$ cat src/rtl/exc_entry.sv
module exc_entry #(
  parameter int AW     = 32,
  parameter int CW     = 4,
  parameter int PW     = 4,
  parameter int NCAUSE = 15,
  parameter int VSH    = 8
) (
  input  logic          clk,
  input  logic          rst,
  input  logic          entry_i,
  input  logic [CW-1:0] cause_i,
  input  logic [AW-1:0] pc_i,
  input  logic [AW-1:0] sr_i,
  input  logic          dslot_i,
  input  logic          irq_i,
  input  logic          tick_i,
  input  logic          base_en_i,
  input  logic [AW-1:0] base_i,
  input  logic [PW-1:0] pm_i,
  input  logic          lock_we_i,
  input  logic [AW-1:0] lock_addr_i,
  output logic          taken_o,
  output logic          err_o,
  output logic [CW-1:0] cause_o,
  output logic [AW-1:0] vec_o,
  output logic [AW-1:0] epc_o,
  output logic [AW-1:0] eear_o,
  output logic [AW-1:0] esr_o,
  output logic [AW-1:0] sr_o,
  output logic [PW-1:0] pm_o,
  output logic [AW-1:0] lock_o
);
  localparam int B_SUP  = 0;
  localparam int B_TEN  = 1;
  localparam int B_IEN  = 2;
  localparam int B_DMMU = 5;
  localparam int B_IMMU = 6;
  localparam int B_DSX  = 13;
  localparam int B_HI   = 14;
  localparam int P_DOZE = 1;
  localparam int P_SLP  = 2;

  localparam logic [CW-1:0] C_TICK = CW'(5);
  localparam logic [CW-1:0] C_ILL  = CW'(7);
  localparam logic [CW-1:0] C_EXT  = CW'(8);
  localparam logic [CW-1:0] C_SYS  = CW'(12);

  localparam logic [AW-1:0] SR_CLR = (AW'(1) << B_TEN) | (AW'(1) << B_IEN) |
                                     (AW'(1) << B_DMMU) | (AW'(1) << B_IMMU) |
                                     (AW'(1) << B_DSX);
  localparam logic [PW-1:0] PM_CLR = (PW'(1) << P_DOZE) | (PW'(1) << P_SLP);
  localparam logic [AW-1:0] HI_PFX = {4'hF, {(AW-4){1'b0}}};
  localparam logic [AW-1:0] STEP   = AW'(4);

  logic          tick_ok, ext_ok, req, code_ok, go;
  logic [CW-1:0] code;
  logic [AW-1:0] epc_n, vec_n, sr_n;

  assign tick_ok = tick_i & sr_i[B_TEN];
  assign ext_ok  = irq_i & sr_i[B_IEN];
  assign req     = entry_i | tick_ok | ext_ok;
  assign code    = entry_i ? cause_i : (tick_ok ? C_TICK : C_EXT);
  assign code_ok = (code != '0) && (32'(code) < NCAUSE);
  assign go      = req & code_ok;

  assign epc_n = pc_i + ((code == C_SYS) ? STEP : '0) - (dslot_i ? STEP : '0);
  assign vec_n = (AW'(code) << VSH) | (base_en_i ? base_i : '0) |
                 (sr_i[B_HI] ? HI_PFX : '0);
  assign sr_n  = (sr_i & ~SR_CLR) | (AW'(1) << B_SUP) |
                 (dslot_i ? (AW'(1) << B_DSX) : '0);

  always_ff @(posedge clk) begin
    if (rst) begin
      taken_o <= 1'b0;
      err_o   <= 1'b0;
      cause_o <= '0;
      vec_o   <= '0;
      epc_o   <= '0;
      eear_o  <= '0;
      esr_o   <= '0;
      sr_o    <= '0;
      pm_o    <= '0;
      lock_o  <= '0;
    end else begin
      taken_o <= go;
      err_o   <= req & ~code_ok;
      if (go) begin
        cause_o <= code;
        vec_o   <= vec_n;
        epc_o   <= epc_n;
        esr_o   <= sr_i;
        sr_o    <= sr_n;
        pm_o    <= pm_i & ~PM_CLR;
        if (code == C_ILL) eear_o <= pc_i;
      end
      if (go) lock_o <= '1;
      else if (lock_we_i) lock_o <= lock_addr_i;
    end
  end
endmodule

$ cat config.mk
export PLATFORM = sky130hd
export DESIGN_NAME = exc_entry
export DESIGN_NICKNAME = d
export VERILOG_FILES = /design/src/rtl/exc_entry.sv
export SDC_FILE = /design/constraint.sdc
export NUM_CORES = 1
export LEC_CHECK = 0
export BUFFER_PORTS_ARGS = -buffer_cell sky130_fd_sc_hd__buf_4
export CORE_MARGIN = 4
export CORE_UTILIZATION = 49
export DETAILED_ROUTE_END_ITERATION = 10
export GPL_TIMING_DRIVEN = 0
export PLACE_DENSITY_LB_ADDON = 0.15
export SLEW_MARGIN = 20
export SYNTH_ARGS = -nofsm -noshare
export SYNTH_HDL_FRONTEND = slang
export SYNTH_SLANG_ARGS = --single-unit
$ cat constraint.sdc
create_clock -name clk -period 3.3 [get_ports clk]
set_input_delay 0.165 -clock clk [delete_from_list [all_inputs] [get_ports clk]]
set_output_delay 0.165 -clock clk [all_outputs]
set_load 0.05 [all_outputs]
# Word level (Yosys, flattened, before mapping)
# Index checks and enable logic that the tools add are counted.
[word_totals] register_bits=200 input_bits=144 wordCells=38 out_inout_bits=202
[classes] magnitude_cmp=1 n_mux=9 eq_ne=2 n_reduce_logical=4 add_sub_neg=2 bitwise=10
[op_table] op="32-bit 2-to-1 mux" count=4
[op_table] op="32-bit by 3-bit adder with 32-bit output" count=1
[op_table] op="12-bit by 32-bit bitwise OR with 32-bit output" count=1
[op_table] op="32-bit by 14-bit bitwise OR with 32-bit output" count=1
[op_table] op="32-bit bitwise OR" count=1
[op_table] op="32-bit by 3-bit subtractor with 32-bit output" count=1
[op_table] op="14-bit 2-to-1 mux" count=1
[op_table] op="4-bit 2-to-1 mux" count=2
[op_table] op="3-bit 2-to-1 mux" count=2
[op_table] op="1-bit AND" count=4
[op_table] op="4-bit by 3-bit equality test with 1-bit output, second input constant" count=1
[op_table] op="4-bit equality test, second input constant" count=1
[op_table] op="4-bit < comparator, second input constant" count=1
[op_table] op="4-bit nonzero test" count=1
[op_table] op="1-bit bitwise OR" count=2
[op_table] op="2-bit AND reduction" count=1
[op_table] op="2-bit nonzero test" count=1
[op_table] op="1-bit logical AND" count=1
[op_table] op="1-bit NOT" count=1

# Depth between registers and ports, before layout
[logic_depth] word_depth=7 ltp_mapped=12 mapped_depth_nobuf=12

# Least setup slack after synthesis
# OpenSTA, ideal clock, no wires.
[synth_timing] kind="input-to-reg" startpoint="input entry_i" endpoint="register epc_o[30]" path_buffers=1 path_slack_ns=0.311 arrival_time_ns=2.910 stages=12 path_cell_list="clkbuf_1 -> nand4_1 -> fa_1 -> inv_1 -> ha_1 -> or2_2 -> a21oi_1 -> nand4_1 -> a21oi_1 -> o211ai_1 -> a2111o_1 -> o211ai_1"
[synth_between] elab_chain_len=5
[synth_lines] item="start, declared" line="10" source="input logic entry_i,"
[synth_lines] item="4-bit 2-to-1 mux" line="62" source="assign code = entry_i ? cause_i : (tick_ok ? C_TICK : C_EXT);"
[synth_lines] item="4-bit equality test" line="66" source="assign epc_n = pc_i + ((code == C_SYS) ? STEP : '0) - (dslot_i ? STEP : '0);"
[synth_lines] item="3-bit 2-to-1 mux" line="66"
[synth_lines] item="32-bit by 3-bit adder with 32-bit output" line="66"
[synth_lines] item="32-bit by 3-bit subtractor with 32-bit output" line="66"
[synth_lines] item="end signal, assigned" line="90" source="epc_o <= epc_n;"
[synth_lines] item="end, declared" line="26" source="output logic [AW-1:0] epc_o,"
# Several ways; a longest one is shown, not always the timed one.
# A chain may end at the register's enable or synchronous reset.

# Worst setup path in the final report
[layout_timing] startpoint="input cause_i[0]" endpoint="register epc_o[28]"
[layout_between] elab_chain_len=5
[layout_lines] item="start, declared" line="11" source="input logic [CW-1:0] cause_i,"
[layout_lines] item="4-bit 2-to-1 mux (*)" line="62"
[layout_lines] item="4-bit equality test" line="66"
[layout_lines] item="3-bit 2-to-1 mux" line="66"
[layout_lines] item="32-bit by 3-bit adder with 32-bit output" line="66"
[layout_lines] item="32-bit by 3-bit subtractor with 32-bit output" line="66"
# Mark *: on every way between the ends. The rest lies on a longest branch, timed or not.

==> impl_results.rst <==
.. list-table::
   :header-rows: 1

   * - Metric
     - Value
   * - Worst Hold Class
     - in -> reg
   * - Total I/O pin count
     - 346
   * - WL per Instance
     - 18.9 µm
   * - MaxCap Viol Count
     - 0
   * - Total of flip-flops plus latches after synthesis
     - 170
   * - Number of nets in the layout
     - 1625
   * - Category of the worst setup path capture point
     - flip-flop
   * - Actual transition at the worst max-transition pin
     - 1.08 ns
   * - Status
     - finished clean
   * - Antenna diode instance count
     - 0
   * - Area enclosed by the die boundary
     - 19000 µm²
   * - Final min period
     - 2.94 ns
   * - Final GP Congestion
     - 0.949
   * - Die boundary height
     - 138 µm
   * - Critical Path Fanout Max
     - 5
   * - First-pass GRT wire length
     - 46500 µm
   * - Area fraction of the dominant cell type after synthesis
     - 41.2%
   * - Setup skew after layout
     - 0 ns
   * - Signed area change from the synthesized netlist to the final layout
     - 47.5%
   * - Post-route worst setup slack
     - 0.363 ns
   * - Multiplexer fraction of the synthesized cell area
     - 3.99%
   * - Setup Buffers After CTS
     - 0
   * - Sequential element share of the synthesized area
     - 41.2%
   * - Synthesis warning total
     - 0
   * - Switching share of power
     - 35.9%
   * - Cell Pwr Density
     - 504 nW/µm²
   * - Cell taking the most area after synthesis
     - dfxtp_1
   * - Row Count
     - 47
   * - Mean number of vias per cell
     - 5.47
   * - Post-route antenna net violation count
     - 0
   * - Total routed wirelength
     - 31800 µm
   * - Number of standard cells after synthesis
     - 1035
   * - Pleak
     - 5.71 nW
   * - Combinational cell fraction of total power
     - 31.7%
   * - Leading cell type in the layout, fill and taps excluded
     - buf_4
   * - Number of max-slew violations in the final report
     - 0
   * - Final number of hold-violating endpoints
     - 0
   * - Clock transition at the registers of the reported paths
     - 0.07 ns
   * - Port-buffer cells
     - 335
   * - Net switching component of the power
     - 2.21 mW
   * - Crit share post-route
     - 89.0%
   * - Final setup violation count
     - 0
   * - Post-synthesis share of cell area spent on full adders, half adders and majority gates
     - 4.78%
   * - Area occupied by multi-input gates
     - 4190 µm²
   * - Starting utilization of the core area
     - 49.9%
   * - Setup slack at placement
     - -0.323 ns
   * - Root Buffer
     - clkbuf_16
   * - Die span in x
     - 138 µm
   * - Clock power share
     - 31.0%
   * - Proportion of power drawn by flip-flops and latches
     - 37.3%
   * - Max Fclk
     - 340 MHz
   * - Clock H-tree levels
     - 4
   * - Most instantiated flip-flop cell in the synthesis netlist
     - dfxtp_1
   * - EDFF count, synth
     - 0
   * - Number of sinks on the clock net
     - 170
   * - Clock tree from TritonCTS
     - yes
   * - Total Negative Setup Slacks
     - 0 ns
   * - Unrepaired setup endpoints after global routing
     - no
   * - Category of the critical setup timing path
     - in -> reg
   * - Post-synthesis simple-gate area fraction
     - 19.5%
   * - Crit. Startpoint
     - cause_i[0]
   * - Summed instance area of the synthesized netlist
     - 8270 µm²
   * - Most used cells in the layout excluding fill and tap cells
     - buf_4 (370), nand2_1 (210), dfxtp_1 (170), a21oi_1 (169)
   * - Initial DRT Pass Iterations
     - 5
   * - HPWL reported at the end of detailed placement
     - 23400 µm
   * - Synth top area cells
     - dfxtp_1 (41%), a21oi_1 (10%), nand2_1 (9.5%), ha_1 (4.5%), mux2i_1 (4.0%)
   * - Startpoint of the lowest-slack hold path
     - pc_i[22]
   * - Required time of the critical path
     - 3.62 ns
   * - Combined flip-flop and latch cell area
     - 3400 µm²
   * - Source-to-sink clock delay at the later pin of the worst-skew pair
     - 0.42 ns
   * - DRC marker count from the first detailed-route iteration
     - 575
   * - Startpoint of the worst register-to-register path
     - epc_o[22]
   * - Power Internal
     - 3.94 mW
   * - Max VDD drop
     - 0.384 mV
   * - Number of global-route vias before repair
     - 8579
   * - Remaining global-route overflow
     - 0
   * - Sort of element at the start of the critical path
     - input port
   * - Synth cell types
     - 65
   * - Mean area per synthesized cell
     - 7.99 µm²
   * - Buffer depth of the longest clock path
     - 2
   * - CTS Buf Count
     - 17
   * - Compound-Gate Fraction of Synth Area
     - 20.9%
   * - Total number of vias
     - 9198
   * - Maximum number of pins on one net before global-route repair
     - 17
   * - DR DRC count
     - 0
   * - Share of layout cells above drive strength 1
     - 29.3%
   * - Combinational family with the most area after synthesis
     - compound AO/OA/AOI/OAI gates
   * - Ys async rst share
     - 0%
   * - # fillers
     - 1275
   * - Overall Global Routing Usage
     - 31.6%
   * - Post-Synth XOR/XNOR Area
     - 1.17%
   * - Critical path arrival
     - 3.26 ns
   * - Core footprint
     - 16600 µm²
   * - Number of antenna violations at the first check in global routing
     - 0
   * - Worst slew margin relative to its limit
     - 27.2%
## logic make-up (layout without fill, tap and decap cells)
kind of cell,after synthesis,in the layout
buffers and inverters,142,564
flip-flops,170,170
AO/OA/AOI/OAI,287,287
adder cells (fa/ha/maj),31,31
AND/OR/NAND/NOR,360,360
XOR/XNOR,11,11
multiplexers,33,33
other,1,6
## sequential cells by signal, indices dropped and copies added (netlist names)
signal / count
lock_o: 32
cause_o: 4
pm_o: 2
taken_o: 1
eear_o: 32
err_o: 1
sr_o: 3
vec_o: 32
esr_o: 31
epc_o: 32
## critical path, cell delays in order
cell     delay, ns
buf_4         0.13
nor2_1        0.10
nand4_1       0.14
fa_1          0.50
inv_1         0.06
ha_1          0.29
or2_2         0.29
a21oi_1       0.25
nand4_1       0.28
a211o_1       0.40
a21oi_1       0.22
o21ai_0       0.14
a32o_1        0.27
## metrics by stage
stage / instance area, µm² / util, % / power (mW) / instances / hold slack (ns)
after floorplan: 8290 / - / 3.55 / 1040 / 0.301
after global placement: 11100 / 66.8 / 4.17 / 1595 / 0.412
after detailed placement: 11100 / 66.8 / 4.19 / 1595 / 0.422
after CTS: 12200 / 73.5 / 6.13 / 1682 / 0.000135
after global routing: 12200 / 73.5 / 6.37 / 1682 / 0.00675
final: 12200 / 73.5 / 6.14 / 1682 / 0.0110
## cell usage after synthesis, types with 5 or more instances
| master | instances |
|---|---|
| a211oi_1 | 13 |
| dfxtp_1 | 170 |
| buf_2 | 7 |
| o21a_1 | 6 |
| inv_1 | 37 |
| a21oi_1 | 170 |
| buf_1 | 6 |
| a211o_1 | 5 |
| nor3_1 | 22 |
| clkbuf_1 | 54 |
| ha_1 | 30 |
| xnor2_1 | 7 |
| or3_1 | 9 |
| nand3_1 | 40 |
| o211ai_1 | 9 |
| a31o_2 | 6 |
| nor2_1 | 30 |
| a31oi_1 | 5 |
| o21ai_0 | 20 |
| nand2_1 | 210 |
| or2_2 | 5 |
| mux2i_1 | 33 |
| buf_4 | 35 |
| and3_1 | 9 |
| a21o_1 | 20 |
| nand4_1 | 9 |
## what timing repair did
| action | CTS | global route |
|---|---|---|
| endpoints found under the setup margin | 0 | 2 |
| resized for setup | 0 | 1 |
| hold buffers | 56 | 1 |
| hold endpoints to repair | 57 | 1 |
## layer usage
metal  track usage (%)  wire length (µm)  share of wire (%)
met1              36.8             12000                 38
met2              52.8             15100                 48
met3              9.62              2960                9.3
met4              15.8              1750                5.5
met5                 0                 0                  0
## final timing paths
check	end	cells after the start	slack, ns
max	epc_o[28]	13	0.36
min	eear_o[22]	3	0.01
max reg2reg	epc_o[22]	2	2.40
min reg2reg	vec_o[22]	2	0.45
## power groups by stage
stage	clock network (mW)	registers (mW)	logic [mW]
final	1.91	2.29	1.95
after global routing	2.01	2.31	2.06
after CTS	1.91	2.29	1.93
after detailed placement	0	2.33	1.86
after global placement	0	2.33	1.85
after floorplan	0	2.83	0.720
## layout make-up
class | count | share of cell area (%)
flip-flops and latches | 170 | 27.9
inverters | 37 | 1.14
clock inverters | 9 | 0.759
clock buffers | 22 | 3.72
multi-input cells | 728 | 34.4
well taps | 220 | 2.26
plain buffers | 104 | 4.53
repair buffers | 392 | 25.3
Power figures use the tool's default switching activity.
